===== src/rtl/pwm_slice_pkg.sv =====
package pwm_slice_pkg;
  typedef enum logic [1:0] {
    MODE_FREE  = 2'd0,
    MODE_GATED = 2'd1,
    MODE_RISE  = 2'd2,
    MODE_FALL  = 2'd3
  } cnt_mode_e;

  localparam logic [2:0] ADDR_CTRL = 3'd0;
  localparam logic [2:0] ADDR_DIV  = 3'd1;
  localparam logic [2:0] ADDR_TOP  = 3'd2;
  localparam logic [2:0] ADDR_CCA  = 3'd3;
  localparam logic [2:0] ADDR_CCB  = 3'd4;
  localparam logic [2:0] ADDR_CTR  = 3'd5;
endpackage


===== src/rtl/pwm_clkdiv.sv =====
module pwm_clkdiv #(
  parameter int DIW = 8,
  parameter int DFW = 4
) (
  input  logic               clk,
  input  logic               rst_n,
  input  logic               run,
  input  logic [DIW+DFW-1:0] div_i,
  output logic               tick
);
  localparam int DW = DIW + DFW;
  localparam logic [DW:0] ONE = (DW+1)'(1) << DFW;

  logic [DW:0] acc_q, acc_d, sum, div_eff;

  always_comb begin
    div_eff = ({1'b0, div_i} < ONE) ? ONE : {1'b0, div_i};
    sum     = acc_q + ONE;
    tick    = run && (sum >= div_eff);
    if (!run)      acc_d = '0;
    else if (tick) acc_d = sum - div_eff;
    else           acc_d = sum;
  end

  always_ff @(posedge clk or negedge rst_n)
    if (!rst_n) acc_q <= '0;
    else        acc_q <= acc_d;


  tick_full_rate_chk: assert property (@(posedge clk) disable iff (!rst_n)
    (run && ({1'b0, div_i} <= ONE)) |-> tick);
endmodule


===== src/rtl/pwm_insync.sv =====
module pwm_insync (
  input  logic clk,
  input  logic rst_n,
  input  logic pin,
  output logic level,
  output logic rise,
  output logic fall
);
  logic s1_q, s2_q, s3_q;

  always_ff @(posedge clk or negedge rst_n)
    if (!rst_n) begin
      s1_q <= 1'b0;
      s2_q <= 1'b0;
      s3_q <= 1'b0;
    end else begin
      s1_q <= pin;
      s2_q <= s1_q;
      s3_q <= s2_q;
    end

  assign level = s2_q;
  assign rise  = s2_q & ~s3_q;
  assign fall  = ~s2_q & s3_q;


  rise_single_chk: assert property (@(posedge clk) disable iff (!rst_n)
    rise |=> !rise);
endmodule


===== src/rtl/pwm_counter.sv =====
module pwm_counter #(
  parameter int CW = 16
) (
  input  logic          clk,
  input  logic          rst_n,
  input  logic          en,
  input  logic          pc,
  input  logic          step,
  input  logic          ld_ctr,
  input  logic [CW-1:0] ctr_val,
  input  logic [CW-1:0] top_nxt,
  input  logic [CW-1:0] cca_nxt,
  input  logic [CW-1:0] ccb_nxt,
  output logic [CW-1:0] ctr,
  output logic          cmp_a,
  output logic          cmp_b
);
  logic [CW-1:0] ctr_q, ctr_d, top_q, cca_q, ccb_q, nxt;
  logic          up_q, up_d, load_pt;

  always_comb begin
    load_pt = 1'b0;
    nxt     = ctr_q;
    up_d    = up_q;
    if (!pc) begin
      up_d = 1'b1;
      if (ctr_q >= top_q) begin
        nxt     = '0;
        load_pt = step;
      end else begin
        nxt = ctr_q + 1'b1;
      end
    end else if (up_q) begin
      if (ctr_q >= top_q) begin
        nxt  = (top_q == '0) ? '0 : ctr_q - 1'b1;
        up_d = (top_q == '0);
      end else begin
        nxt = ctr_q + 1'b1;
      end
    end else begin
      if (ctr_q == '0) begin
        nxt     = (top_nxt == '0) ? '0 : CW'(1);
        up_d    = 1'b1;
        load_pt = step;
      end else begin
        nxt = ctr_q - 1'b1;
      end
    end
    if (ld_ctr)    ctr_d = ctr_val;
    else if (step) ctr_d = nxt;
    else           ctr_d = ctr_q;
    if (ld_ctr)     up_d = 1'b1;
    else if (!step) up_d = up_q;
  end

  always_ff @(posedge clk or negedge rst_n)
    if (!rst_n) begin
      ctr_q <= '0;
      up_q  <= 1'b1;
    end else begin
      ctr_q <= ctr_d;
      up_q  <= up_d;
    end

  always_ff @(posedge clk or negedge rst_n)
    if (!rst_n) begin
      top_q <= '1;
      cca_q <= '0;
      ccb_q <= '0;
    end else if (!en || load_pt) begin
      top_q <= top_nxt;
      cca_q <= cca_nxt;
      ccb_q <= ccb_nxt;
    end

  assign ctr   = ctr_q;
  assign cmp_a = ctr_q < cca_q;
  assign cmp_b = ctr_q < ccb_q;


  ctr_step_chk: assert property (@(posedge clk) disable iff (!rst_n)
    !ld_ctr |=> (ctr_q == $past(ctr_q) || ctr_q == $past(ctr_q) + 1'b1 ||
                 ctr_q == $past(ctr_q) - 1'b1 || ctr_q == '0));

  ctr_hold_off_chk: assert property (@(posedge clk) disable iff (!rst_n)
    (!en && !ld_ctr) |=> $stable(ctr_q));

  cmp_above_top_chk: assert property (@(posedge clk) disable iff (!rst_n)
    (cca_q > top_q && ctr_q <= top_q) |-> cmp_a);

  shadow_hold_chk: assert property (@(posedge clk) disable iff (!rst_n)
    (en && !step) |=> $stable(top_q));
endmodule


===== src/rtl/pwm_slice.sv =====
module pwm_slice
  import pwm_slice_pkg::*;
#(
  parameter int CW  = 16,
  parameter int DIW = 8,
  parameter int DFW = 4
) (
  input  logic          clk,
  input  logic          rst_n,
  input  logic          wr_en,
  input  logic [2:0]    wr_addr,
  input  logic [CW-1:0] wr_data,
  input  logic          adv_i,
  input  logic          ret_i,
  input  logic          b_in,
  output logic          out_a,
  output logic          out_b,
  output logic          out_b_oe,
  output logic [CW-1:0] ctr_o
);
  localparam int DW = DIW + DFW;
  localparam logic [DW-1:0] DIV_ONE = DW'(1) << DFW;

  logic          en_q, pc_q, inv_a_q, inv_b_q;
  cnt_mode_e     mode_q;
  logic [DW-1:0] div_q;
  logic [CW-1:0] top_q, cca_q, ccb_q;
  logic          adv_q, ret_q, adv_d, ret_d;
  logic          tick, lvl, rise, fall, src, slow, step, adv_now, ld_ctr;
  logic          cmp_a, cmp_b;

  always_ff @(posedge clk or negedge rst_n)
    if (!rst_n) begin
      en_q <= 1'b0; pc_q <= 1'b0; inv_a_q <= 1'b0; inv_b_q <= 1'b0;
      mode_q <= MODE_FREE;
      div_q  <= DIV_ONE;
      top_q  <= '1; cca_q <= '0; ccb_q <= '0;
    end else if (wr_en) begin
      case (wr_addr)
        ADDR_CTRL: begin
          en_q    <= wr_data[0];
          pc_q    <= wr_data[1];
          inv_a_q <= wr_data[2];
          inv_b_q <= wr_data[3];
          mode_q  <= cnt_mode_e'(wr_data[5:4]);
        end
        ADDR_DIV: div_q <= wr_data[DW-1:0];
        ADDR_TOP: top_q <= wr_data;
        ADDR_CCA: cca_q <= wr_data;
        ADDR_CCB: ccb_q <= wr_data;
        default:  ;
      endcase
    end

  assign ld_ctr = wr_en && (wr_addr == ADDR_CTR);

  pwm_clkdiv #(.DIW(DIW), .DFW(DFW)) u_div (
    .clk(clk), .rst_n(rst_n), .run(en_q), .div_i(div_q), .tick(tick));

  pwm_insync u_sync (
    .clk(clk), .rst_n(rst_n), .pin(b_in), .level(lvl), .rise(rise), .fall(fall));

  always_comb begin
    case (mode_q)
      MODE_GATED: src = tick & lvl;
      MODE_RISE:  src = rise;
      MODE_FALL:  src = fall;
      default:    src = tick;
    endcase
    src     = src & en_q;
    slow    = div_q > DIV_ONE;
    adv_now = en_q && adv_q && !src;
    step    = (src && !ret_q) || adv_now;
    if (!en_q)              adv_d = 1'b0;
    else if (adv_i && slow) adv_d = 1'b1;
    else if (adv_now)       adv_d = 1'b0;
    else                    adv_d = adv_q;
    if (!en_q)              ret_d = 1'b0;
    else if (ret_i && slow) ret_d = 1'b1;
    else if (src)           ret_d = 1'b0;
    else                    ret_d = ret_q;
  end

  always_ff @(posedge clk or negedge rst_n)
    if (!rst_n) begin
      adv_q <= 1'b0;
      ret_q <= 1'b0;
    end else begin
      adv_q <= adv_d;
      ret_q <= ret_d;
    end

  pwm_counter #(.CW(CW)) u_ctr (
    .clk(clk), .rst_n(rst_n), .en(en_q), .pc(pc_q), .step(step),
    .ld_ctr(ld_ctr), .ctr_val(wr_data), .top_nxt(top_q), .cca_nxt(cca_q),
    .ccb_nxt(ccb_q), .ctr(ctr_o), .cmp_a(cmp_a), .cmp_b(cmp_b));

  assign out_a    = cmp_a ^ inv_a_q;
  assign out_b    = cmp_b ^ inv_b_q;
  assign out_b_oe = (mode_q == MODE_FREE);


  nudge_ignored_chk: assert property (@(posedge clk) disable iff (!rst_n)
    (!slow && !adv_q) |=> !adv_q);

  b_oe_input_chk: assert property (@(posedge clk) disable iff (!rst_n)
    (mode_q == MODE_GATED || mode_q == MODE_RISE || mode_q == MODE_FALL) |-> !out_b_oe);
endmodule


===== config.mk =====
export PLATFORM = sky130hd
export DESIGN_NAME = pwm_slice
export DESIGN_NICKNAME = d
export VERILOG_FILES = /design/src/rtl/pwm_slice_pkg.sv /design/src/rtl/pwm_clkdiv.sv /design/src/rtl/pwm_insync.sv /design/src/rtl/pwm_counter.sv /design/src/rtl/pwm_slice.sv
export SDC_FILE = /design/constraint.sdc
export NUM_CORES = 1
export LEC_CHECK = 0
export ABC_CLOCK_PERIOD_IN_PS = 4900
export CORE_ASPECT_RATIO = 1.2
export CORE_UTILIZATION = 60
export DETAILED_ROUTE_END_ITERATION = 8
export PLACE_DENSITY = 0.84
export SLEW_MARGIN = 20
export SYNTH_ARGS = -nofsm -noshare
export SYNTH_HDL_FRONTEND = slang
export SYNTH_SLANG_ARGS = --single-unit

===== constraint.sdc =====
create_clock -name clk -period 4.9 [get_ports clk]
set_input_delay 1.47 -clock clk [delete_from_list [all_inputs] [get_ports clk]]
set_output_delay 1.47 -clock clk [all_outputs]
set_load 0.1 [all_outputs]

## After elaboration in Yosys (flattened, before gate mapping)

Cells that the tools add are included.

| operators by class | value |
|---|---|
| add/subtract/negate cells | 4 |
| order comparisons | 6 |
| equality and inequality tests | 10 |
| multiplexer cells | 29 |
| bitwise logic cells | 8 |
| reductions and logical operators | 23 |

Operators with widths:

| cell | number |
|---|---|
| $mux 16 | 8 |
| $logic_not 16->1 | 3 |
| $lt 16x16->1 | 2 |
| $mux 13 | 2 |
| $mux 1 | 17 |
| $add 16x1->16 const B | 1 |
| $ge 16x16->1 | 1 |
| $sub 16x1->16 const B | 1 |
| $add 13x5->13 const B | 1 |
| $ge 13x13->1 | 1 |
| $sub 13x13->13 | 1 |
| $gt 12x5->1 const B | 1 |
| $lt 12x5->1 const B | 1 |
| $mux 12 | 1 |
| $reduce_and 2->1 | 5 |
| $logic_and 1x1->1 | 7 |
| $eq 3x2->1 const B | 2 |
| $eq 3x3->1 const B | 2 |
| $and 1x1->1 | 4 |
| $eq 2x2->1 const B | 2 |
| $eq 3x1->1 const B | 1 |
| $logic_not 1->1 | 3 |
| $logic_not 3->1 | 1 |
| $ne 3x1->1 const B | 1 |
| other kinds (8) | 11 |

| word-level totals | value |
|---|---|
| register bits | 149 |
| bits of input ports | 25 |
| output and inout bits | 19 |
| logic and storage cells | 100 |

## Longest topological paths before layout

Gate-level depths: netlist of the first run.

| depth | value |
|---|---|
| depth after elaboration | 14 |
| depth in mapped cells | 17 |
| gate-level depth less buffers | 15 |

## By module

From an unflattened synthesis of the first run, not the netlist that was laid out.

| unflattened totals | value |
|---|---|
| cells, all modules | 898 |
| area, all modules | 8916.1 um^2 |

By module, submodules not included:

| module | times used | cells each | area each (um^2) | seq. area each (um^2) |
|---|---|---|---|---|
| pwm_counter | 1 | 553 | 4722.0 | 1647.8 |
| pwm_slice | 1 | 167 | 2713.9 | 1722.9 |
| pwm_clkdiv | 1 | 173 | 1390.1 | 325.3 |
| pwm_insync | 1 | 5 | 90.1 | 75.1 |

## Worst setup path after synthesis of the first run

Ideal clock, no wire load.

| timing path | value |
|---|---|
| path type | register -> output |
| from | register u_ctr.ctr_q[1] (netlist: u_ctr.ctr[1]) |
| to | output port out_b |
| arrival time | 5217 ps |
| data required time | 3430 ps |
| slack | -1787 ps |
| cell stages (with the launch flop) | 9 |
| buffers on the path | 0 |
| path through | dfrtp_1 > ha_1 > a21o_1 > a21o_1 > a21o_1 > a211oi_1 > o21ai_0 > nand3_1 > nor4bb_1 |

| on the way | value |
|---|---|
| word-level cells in the longest chain between the ends | 2 |

RTL lines:

| element | line | text |
|---|---|---|
| start, declared | pwm_counter.sv:18 | `logic [CW-1:0] ctr_q, ctr_d, top_q, cca_q, ccb_q, nxt;` |
| start signal, assigned | pwm_counter.sv:61 | `ctr_q <= ctr_d;` |
| $lt 16x16->1 | pwm_counter.sv:78 | `assign cmp_b = ctr_q < ccb_q;` |
| $xor 1x1->1 | pwm_slice.sv:99 | `assign out_b = cmp_b ^ inv_b_q;` |
| end, declared | pwm_slice.sv:17 | `output logic out_b,` |

Every way passes these cells.

## Final worst setup path of the first run

| timing path | value |
|---|---|
| from | register u_ctr.ctr_q[1] (netlist: u_ctr.ctr[1]) |
| to | output port out_a |

| on the way | value |
|---|---|
| word-level cells in the longest chain between the ends | 2 |

RTL lines:

| element | line | text |
|---|---|---|
| $lt 16x16->1 | pwm_counter.sv:77 | `assign cmp_a = ctr_q < cca_q;` |
| $xor 1x1->1 | pwm_slice.sv:98 | `assign out_a = cmp_a ^ inv_a_q;` |
| end, declared | pwm_slice.sv:16 | `output logic out_a,` |

Every way passes these cells.

==> flow_metrics.tcl, run 1 <==
set metrics [dict create \
    dr.pass1.iters 7 \
    ys_types 75 \
    synth-xor-area-share 0.0151 \
    drtIter0Drc 547 \
    dieHeight_um 134 \
    wl_per_cell_um 19.8 \
    async_flop_share 1.00 \
    max_freq_mhz 217 \
    outcome "finished, violations left" \
    row_count 47 \
    worstSetupStartpointType "flip-flop" \
    ctsResizeCount 0 \
    io_pins 44 \
    syn_avg_cell_area_um2 10.4 \
    finClkSkew_ns 0.00805 \
    max_cap_violations 0 \
    pwr-share-comb 0.512 \
    port_buffers 43 \
    nets 975 \
    p_sw_frac 0.457 \
    power_density_nw_per_um2 707 \
    crit_end "out_a" \
    rsz0062_at_grt "no" \
    final-setup-viol-count 0 \
    worst-r2r-setup-slack_ns 0.50 \
    synthMuxAreaShare 0.143 \
    tritoncts "done" \
    crit_path_top_delay_cell "dfrtp_1" \
    cp_max_fo 11 \
    grt_pass1_wl_um 34800 \
    core_um2 13900 \
    finalHoldViolCount 0 \
    synth_area_um2 8680 \
    dieArea_um2 14900 \
    final_common_cell "dfrtp_1" \
    slew_viol_final 0 \
    wl_um 21100 \
    grt_overflow_total 0 \
    die_w_um 112 \
    p_switching_mw 3.21 \
    p_seq_frac 0.312 \
    antenna_cells 0 \
    post-route-period-util 0.939 \
    critPathArrivalTime_ns 3.13 \
    yosys_warnings 0 \
    vias 6810 \
    routed_via_density 6.38 \
    internal_power_mw 3.81 \
    crit_chain "ha_1, a21o_1, a21o_1, a211o_1, a21oi_1, o21ai_0, a211oi_1, xor2_2, buf_12" \
    clockPowerShare 0.176 \
    reg2reg_depth 15 \
    gp_congestion 0.886 \
    drive_gt1_frac 0.174 \
    clock_latency_ns 0.43 \
    setup_tns_ns 0 \
    yosys.area_share.simple 0.137 \
    path_class "flip-flop to output port" \
    cp-end-kind "output port" \
    synthAdderAreaFrac 0.0960 \
    synth_top_family_by_area "multiplexers" \
    cp_slowest_stage_delay_ns 0.56 \
    synth_compound_area_frac 0.129 \
    failed_checks "design-rule violations" \
    numClockSinks 149 \
    synth_flop_cell "dfrtp_1" \
    clk_path_buf_depth 2 \
    layout_min_cycle_time_ns 4.60 \
    ctsRootBufferMaster "clkbuf_16" \
    cp_common_cell "a21o_1" \
    final_util 0.712 \
    cts_hold_buf 0 \
    clk_pin_slew_ns 0.06 \
    synth_nets 926 \
    syn_inst 835 \
    tightest_slew_ns 1.01 \
    r2r-start "div_q[5]" \
    antenna_left 0 \
    antenna_found_initial 0 \
    p_leak_nw 4.43 \
    maxSlewHeadroom 0.326 \
    drc_errors 2 \
    dp_hpwl_um 14500 \
    cts_htree_levels 4 \
    synth_edf_count 0 \
    post_cts_buffers 0 \
    area_growth_pct 14.4 \
    cts_buffers 17 \
    critPathRequiredTime_ns 3.43 \
    most-common-layout-cells "115 x dfrtp_1, 69 x inv_1, 65 x ha_1" \
    cp-startpoint "u_ctr.ctr[1]" \
    grt_max_degree 90 \
    synth-seq-cells 149 \
    ir_worst_vdd_mv 0.338 \
    r2r_end "u_ctr.ctr[5]" \
    hold_class "flip-flop to flip-flop" \
    grt_pass1_vias 6789 \
    yosysSeqAreaShare 0.435 \
    grt_use_total 0.302 \
    initial_core_util 0.623 \
]
## sequential cells by signal (all words and copies together), names as in the netlist, 2 cells and up
register and flops:
cca_q 16, ccb_q 16, div_q 12, mode_q 2, top_q 16, u_ctr.cca_q 16
u_ctr.ccb_q 16, u_ctr.ctr 16, u_ctr.top_q 16, u_div.acc_q 13
## cell type report
class	count	area [um^2]
sequential	149	3770
fill	963	4010
timing repair buffer	57	569
clock buffer	19	443
clock inverter	13	109
multi-input combinational	590	4560
inverter	69	259
tap	171	214
## how the worst min path moves through the flow
| stage | cells past startpoint | slack (ns) | to | start |
|---|---|---|---|---|
| 6_report | 0 | 0.35 | u_sync.level | u_sync.s1_q |
| 5_1_grt | 0 | 0.36 | u_sync.level | u_sync.s1_q |
| 4_1_cts | 0 | 0.35 | u_sync.level | u_sync.s1_q |
| 3_5_place_dp | 0 | 0.34 | u_sync.level | u_sync.s1_q |
| 3_3_place_gp | 0 | 0.33 | u_sync.level | u_sync.s1_q |
| 2_1_floorplan | 0 | 0.33 | u_sync.level | u_sync.s1_q |
## metrics by stage
step,worst slack [ns],hold slack [ns],instance area (um^2),total power [mW],instances
after floorplan,0.00379,0.331,8700,4.76,835
after global placement,0.655,0.332,9370,5.60,1036
after detailed placement,0.567,0.341,9370,5.72,1036
after CTS,0.284,0.354,9920,6.99,1068
after global routing,0.146,0.357,9920,7.44,1068
final,0.299,0.353,9920,7.01,1068
## power by group through the flow
stage | clock (mW) | combinational (mW) | sequential (mW)
CTS | 1.24 | 3.57 | 2.18
finish | 1.23 | 3.59 | 2.19
floorplan | 0 | 2.29 | 2.47
global route | 1.29 | 3.90 | 2.25
global placement | 0 | 3.44 | 2.16
detailed placement | 0 | 3.53 | 2.19
## per-layer routing
metal,wire (um),share of wire,vias to the layer above,global-route usage
li1,-,-,3125,-
met3,1070,0.050,63,0.0514
met5,0,0,-,0
met4,862,0.041,0,0.162
met2,10500,0.50,259,0.500
met1,8670,0.41,3363,0.380
## critical path, delay by kind of cell (launching register included)
family	cells	cell delay, ns
compound gates	6	1.41
buf+inv	1	0.20
flops	1	0.56
xor+xnor	1	0.23
fa+ha+maj	1	0.30
## Yosys cell counts (10+ instances only)
cell	count	area [um^2]
mux2_2	58	653
a21o_1	13	97.6
ha_1	65	813
nand2_1	62	233
nand4_1	12	75.1
nor3_1	16	80.1
o21ai_0	39	195
nor4_1	12	75.1
a211oi_1	10	75.1
clkbuf_1	19	71.3
a21oi_1	30	150
nor2_1	47	176
dfrtp_1	115	2880
inv_1	69	259
mux2_1	48	541
nand3_1	24	120
dfstp_2	34	893
nor2b_1	12	75.1
## logic make-up (layout without fill, tap and decap cells)
| kind of cell | count (synthesis) | count (layout) |
|---|---|---|
| simple gates | 233 | 233 |
| compound gates | 165 | 165 |
| flops | 149 | 149 |
| mux | 111 | 111 |
| buf+inv | 96 | 158 |
| fa+ha+maj | 66 | 66 |
| xor+xnor | 15 | 15 |
Power figures use the tool's default switching activity.
==> run 2, diff against run 1 <==
--- a/config.mk
+++ b/config.mk
@@ -8,6 +8,7 @@
 export ABC_CLOCK_PERIOD_IN_PS = 4900
 export CORE_ASPECT_RATIO = 1.2
 export CORE_UTILIZATION = 60
+export CTS_CLUSTER_SIZE = 40
 export DETAILED_ROUTE_END_ITERATION = 8
 export PLACE_DENSITY = 0.84
 export SLEW_MARGIN = 20
==> results of run 2 <==
No change in the layout: final DEF, timing and power equal those of run 1.
